**config.mk**
```make
export PLATFORM = sky130hd
export DESIGN_NAME = dc_blocker
export DESIGN_NICKNAME = d
export VERILOG_FILES = /design/src/rtl/dcb_pkg.sv /design/src/rtl/dcb_diff.sv /design/src/rtl/dcb_scale.sv /design/src/rtl/dcb_accum.sv /design/src/rtl/dcb_correct.sv /design/src/rtl/dc_blocker.sv
export SDC_FILE = /design/constraint.sdc
export NUM_CORES = 1
export LEC_CHECK = 0
export ABC_AREA = 1
export BUFFER_PORTS_ARGS = -buffer_cell sky130_fd_sc_hd__buf_2
export CAP_MARGIN = 15
export CORE_UTILIZATION = 55
export CTS_BUF_LIST = sky130_fd_sc_hd__clkbuf_8
export CTS_CLUSTER_SIZE = 40
export DETAILED_ROUTE_END_ITERATION = 16
export GPL_TIMING_DRIVEN = 1
export PLACE_DENSITY = 0.81
export SLEW_MARGIN = 20
export SYNTH_ARGS = -nofsm -noshare
export SYNTH_HDL_FRONTEND = slang
export SYNTH_SLANG_ARGS = --single-unit
```
**constraint.sdc**
```tcl
create_clock -name clk -period 13.6 [get_ports clk]
set_input_delay 0 -clock clk [delete_from_list [all_inputs] [get_ports clk]]
set_output_delay 0 -clock clk [all_outputs]
set_load 0.02 [all_outputs]
```
**src/rtl/dcb_pkg.sv**
```systemverilog
package dcb_pkg;
  localparam int unsigned DCB_SAMPLE_W = 8;
  localparam int unsigned DCB_COEF_W   = 8;
endpackage

```
**src/rtl/dcb_diff.sv**
```systemverilog
module dcb_diff #(
  parameter int unsigned W = 8
) (
  input  logic [W-1:0] x,
  input  logic [W-1:0] est,
  output logic [W-1:0] diff
);
  // wrapping two's complement difference
  assign diff = x - est;
endmodule

```
**src/rtl/dcb_scale.sv**
```systemverilog
module dcb_scale #(
  parameter int unsigned W  = 8,
  parameter int unsigned KW = 8
) (
  input  logic [W-1:0]    diff,
  input  logic [KW-1:0]   coef,
  output logic [W+KW-1:0] prod
);
  localparam int unsigned PW = W + KW;
  logic signed [PW:0] full;
  // signed difference times unsigned fraction; magnitude fits in PW bits
  assign full = $signed(diff) * $signed({1'b0, coef});
  assign prod = full[PW-1:0];
endmodule

```
**src/rtl/dcb_accum.sv**
```systemverilog
module dcb_accum #(
  parameter int unsigned AW = 16
) (
  input  logic          clk,
  input  logic          rst,
  input  logic          en,
  input  logic [AW-1:0] prod,
  output logic [AW-1:0] acc
);
  always_ff @(posedge clk) begin
    if (rst)
      acc <= '0;
    else if (en)
      acc <= acc + prod;
  end
endmodule

```
**src/rtl/dcb_correct.sv**
```systemverilog
module dcb_correct #(
  parameter int unsigned W = 8
) (
  input  logic         clk,
  input  logic         rst,
  input  logic         in_valid,
  input  logic [W-1:0] x,
  input  logic [W-1:0] est,
  output logic         out_valid,
  output logic [W-1:0] y
);
  localparam logic [W-1:0] POS_MAX = {1'b0, {(W-1){1'b1}}};
  localparam logic [W-1:0] NEG_MAX = {1'b1, {(W-1){1'b0}}};

  logic [W:0]   wide;
  logic [W-1:0] clamped;

  assign wide = {x[W-1], x} - {est[W-1], est};

  always_comb begin
    if (wide[W] != wide[W-1])
      clamped = wide[W] ? NEG_MAX : POS_MAX;
    else
      clamped = wide[W-1:0];
  end

  always_ff @(posedge clk) begin
    if (rst) begin
      out_valid <= 1'b0;
      y         <= '0;
    end else begin
      out_valid <= in_valid;
      if (in_valid)
        y <= clamped;
    end
  end
endmodule

```
**src/rtl/dc_blocker.sv**
```systemverilog
module dc_blocker #(
  parameter int unsigned SAMPLE_W = dcb_pkg::DCB_SAMPLE_W,
  parameter int unsigned COEF_W   = dcb_pkg::DCB_COEF_W
) (
  input  logic                clk,
  input  logic                rst,
  input  logic                in_valid,
  input  logic [SAMPLE_W-1:0] in_x,
  input  logic [COEF_W-1:0]   coef,
  output logic                out_valid,
  output logic [SAMPLE_W-1:0] out_y,
  output logic [SAMPLE_W-1:0] dc_est
);
  localparam int unsigned ACC_W = SAMPLE_W + COEF_W;

  logic [SAMPLE_W-1:0] diff;
  logic [ACC_W-1:0]    prod;
  logic [ACC_W-1:0]    acc;

  assign dc_est = acc[ACC_W-1 -: SAMPLE_W];

  dcb_diff #(.W(SAMPLE_W)) u_diff (
    .x    (in_x),
    .est  (dc_est),
    .diff (diff)
  );

  dcb_scale #(.W(SAMPLE_W), .KW(COEF_W)) u_scale (
    .diff (diff),
    .coef (coef),
    .prod (prod)
  );

  dcb_accum #(.AW(ACC_W)) u_accum (
    .clk  (clk),
    .rst  (rst),
    .en   (in_valid),
    .prod (prod),
    .acc  (acc)
  );

  dcb_correct #(.W(SAMPLE_W)) u_correct (
    .clk       (clk),
    .rst       (rst),
    .in_valid  (in_valid),
    .x         (in_x),
    .est       (dc_est),
    .out_valid (out_valid),
    .y         (out_y)
  );
endmodule

```
==> Word level (Yosys, flattened, before mapping) <==
Index checks and enable logic that the tools add are counted.
{ "totals": {"regBits": 25, "inputBits": 19, "out_inout_bits": 17, "word_cells": 10} }
{ "classes": {"addsub": 3, "mul": 1, "n_eq_ne": 1, "mux": 2} }
{ "ops": {"columns": ["cell", "count"], "rows": [
  ["16-bit adder", 1],
  ["8-bit by 9-bit multiplier with 16-bit output", 1],
  ["8-bit two-way mux", 2],
  ["8-bit by 8-bit subtractor with 9-bit output", 1],
  ["8-bit subtractor", 1],
  ["1-bit != test", 1]
]} }

==> Longest topological paths before layout <==
{ "logic_depth": {"ltp_word": 3, "depth_mapped": 30, "ltp_nobuf": 30} }

==> Cells and area by module <==
A second synthesis with hierarchy kept.
{ "hier_totals": {"hier_cells": 825, "hier_area_um2": 5139.9} }
{ "modules_own_cells": {"columns": ["module", "instances", "cells_per_inst", "area_per_inst_um2", "seq_area_each_um2"], "rows": [
  ["dcb_scale", 1, 372, 2424.8, 0.0],
  ["dcb_accum", 1, 270, 1539.0, 320.3],
  ["dcb_correct", 1, 120, 809.5, 180.2],
  ["dcb_diff", 1, 63, 366.6, 0.0]
]} }

==> Worst setup path after synthesis <==
No wires, ideal clock.
{ "synth_timing": {"path_kind": "register to register", "startpoint": "register u_accum.acc[8]", "endpoint": "register u_accum.acc[14]", "arrival_time_ps": 5117, "slack_ps": 8367, "stages_incl_launch_ff": 24, "path_cell_list": "dfxtp_1 > ha_1 > inv_1 > fa_1 > nand3_1 > nand2_1 > xnor2_2 > nor2_1 > fa_1 > inv_1 > fa_1 > inv_1 > fa_1 > fa_1 > fa_1 > ha_1 > nand2_1 > a21oi_1 > o21ai_0 > nand3_1 > nand2_1 > nand3_1 > o211ai_1 > inv_1"} }
{ "synth_via": {"elab_chain_len": 3} }
{ "synth_rtl": {"columns": ["item", "line_no", "source"], "rows": [
  ["start, declared", "dcb_accum.sv:8", "output logic [AW-1:0] acc"],
  ["start signal, assigned", "dcb_accum.sv:14", "acc <= acc + prod;"],
  ["8-bit subtractor", "dcb_diff.sv:9", "assign diff = x - est;"],
  ["8-bit by 9-bit multiplier with 16-bit output", "dcb_scale.sv:12", "assign full = $signed(diff) * $signed({1'b0, coef});"],
  ["16-bit adder *", "dcb_accum.sv:14", null]
]} }
Every way passes the cells marked *; elsewhere a longest branch is shown, timed or not.
A chain may end at the register's enable or synchronous reset.

==> Worst setup path in the final report <==
Ends and elaborated chain as after synthesis.

==> out/qor.txt <==
Post-DP HPWL: 8170 um
DRC viols: 0
dpl ws: 7680 ps
Yosys warnings: 0
Initial Util: 0.574
sequential fraction of the synthesis area: 0.127
final instance area: 4190 um2
Die ar.: 7510 um2
Area after DPL: 4150 um2
placed cells: 633
Resize count post-CTS: 0
Post-CTS Hold Fix Bufs: 0
layout cells sized above 1: 0.0813
wirelength, routed: 9640 um
CP max stage delay: 790 ps
Worst-path clk slew: 90 ps
fin crit share: 0.443
Die Span X: 86.7 um
Yosys reg bits: 25
Antenna diodes: 0
fmax: 0.166 GHz
Port-buffer cells: 35
Synth Cell Area: 3940 um2
Synth Instances: 518
Routability Congestion: 0.983
largest net degree at the start of global routing: 27
kind of critical path: flip-flop to flip-flop
core area: 6870 um2
cts bufs inserted: 3
final setup TNS: 0 ps
Final WS setup: 7580 ps
number of post-CTS setup repair buffers: 0
Mapped Nets: 645
vias per cell: 5.24
worst hold path cell count: 2
Die H: 86.7 um
critical path's slowest cell: xnor2_1
cell family with most CP delay: adder cells
fin nets: 669
max-slew violations: 0
post-route ant nets: 0
Startpoint Class: flip-flop
clk sink count: 25
Non-Filler Instances: 637
Worst Path Max Fanout: 9
WP data arrival: 6190 ps
maximum capacitance violations: 0
Setup Skew: 7.15 ps
DR pass1 iterations: 5
Rows: 30
HP Class: primary input to flip-flop
syn_area_per_cell: 7.61 um2
first-pass GRT wire length: 16600 um
Clk Tree Root Cell: clkbuf_8
vias in the first global route: 3439
# IOs: 36
FF-to-FF End: u_accum.acc[14]
setup violators final: 0
CP most frequent cell: fa_1
WL/cell: 15.1 um
internal reg-to-reg setup slack: 7580 ps
Worst EP required: 13780 ps
unrepaired setup endpoints after global routing: no
initial antenna violation count: 0
actual slew at the worst max-slew pin: 973 ps
Hold Path Sink: u_correct.out_valid
Distinct cells, synth: 26
r2r worst-path depth: 21
Relative slew margins: 0.347
Total Routing Usage GR: 0.290
final worst path period need: 6020 ps
crit path cell chain: ha_1 > inv_1 > fa_1 > xnor2_1 > nor2_1 > fa_1 > inv_1 > fa_1 > inv_1 > fa_1 > fa_1 > fa_1 > ha_1 > nand2_1 > a21oi_1 > o21ai_0 > nand3_1 > nand2_1 > nand3_1 > o211ai_1 > inv_1
Hold Violations, Final: 0
CP Capture Type: flip-flop
global route overflow: 0
via count: 3338
area grow syn2layout: 6.35%
Bufs and invs on worst path: 4
Hold Startpoint: rst
Max Root-Sink Buffers: 2
CTS tree: done
H-tree Lvls: 1
Iter 0 DRT Violations: 275
start of the worst register-to-register path: u_accum.acc[8]
clock latency on the worst-skew pair: 280 ps
outcome: finished clean
==> flip-flops by register name (all words and copies together) (netlist names) <==
signal	flops
u_correct.out_valid	1
u_accum.acc	16
u_correct.y	8
==> how the worst max path moves through the flow <==
stage	from	endpoint	slack (ps)	depth (start not counted)
detailed placement	u_accum.acc[8]	u_accum.acc[14]	7680	21
global placement	u_accum.acc[8]	u_accum.acc[14]	7720	21
global route	u_accum.acc[8]	u_accum.acc[14]	7240	21
CTS	u_accum.acc[8]	u_accum.acc[14]	7640	21
floorplan	u_accum.acc[8]	u_accum.acc[14]	8370	23
finish	u_accum.acc[8]	u_accum.acc[14]	7580	21
==> synthesized netlist by cell type (all sizes together) <==
cell	n	area share
a21oi	27	0.034
a31oi	6	0.0095
buf	8	0.015
clkbuf	8	0.0076
dfxtp	25	0.13
fa	52	0.26
ha	56	0.18
inv	125	0.12
nand2	79	0.076
nand2b	1	0.0016
nand3	26	0.034
nand3b	1	0.0019
nand4	4	0.0063
nor2	56	0.053
nor3	3	0.0038
o211ai	3	0.0057
o21ai	25	0.032
o21bai	1	0.0019
o221ai	1	0.0022
or2	3	0.0048
xnor2	5	0.015
xor2	3	0.0067
==> per-stage QoR <==
stage / hold slack, ps / util
finish: 20.3 / 0.610
global route: 18.2 / 0.610
CTS: 20.0 / 0.610
detailed placement: 305 / 0.604
global placement: 300 / 0.604
floorplan: 280 / -
==> cells in the final DEF (no fill, tap or decap) <==
cell      Yosys  final
nor2_1       56     56
o21bai_1      1      1
nand3b_1      1      1
nand2_2       2      2
or2_2         1      1
a21oi_1      27     27
nand2b_1      1      1
a31oi_1       6      6
nand2_1      77     77
nand3_1      25     25
xnor2_1       3      3
nand4_1       4      4
clkbuf_8      0      3
inv_1       125    126
nand3_2       1      1
o21ai_0      25     25
buf_2         0     35
or2_1         2      2
fa_1         52     52
ha_1         56     56
o211ai_1      3      3
dfxtp_1      25     25
xnor2_2       2      2
o221ai_1      1      1
xor2_1        3      3
nor3_1        3      3
==> per-layer routing <==
metal / up-vias / global-route usage / wire length (um) / share of wire
li1: 1633 / - / - / -
met1: 1580 / 0.379 / 4220 / 0.44
met2: 104 / 0.501 / 4640 / 0.48
met3: 21 / 0.0448 / 538 / 0.056
met4: 0 / 0.0788 / 242 / 0.025
met5: - / 0 / 0 / 0
==> layout make-up <==
| cell class | count | area [um2] |
|---|---|---|
| multi-input cells | 352 | 2880 |
| fillers | 614 | 2680 |
| flip-flops and latches | 25 | 500 |
| inverters | 125 | 469 |
| repair buffers | 35 | 175 |
| well taps | 96 | 120 |
| clock buffers | 3 | 41.3 |
| clock inverters | 1 | 3.75 |
==> kinds of logic after synthesis <==
family,Yosys count,synth area share
AOI/OAI and AO/OA,63,0.0854
xor gates and xnor gates,8,0.0216
adders and majority gates,108,0.442
buffers and inverters,141,0.142
DFF,25,0.127
and+or+nand+nor,173,0.182
Power is not shown: default switching activity piles up to over one toggle a cycle in this logic, so the estimate is an artifact.
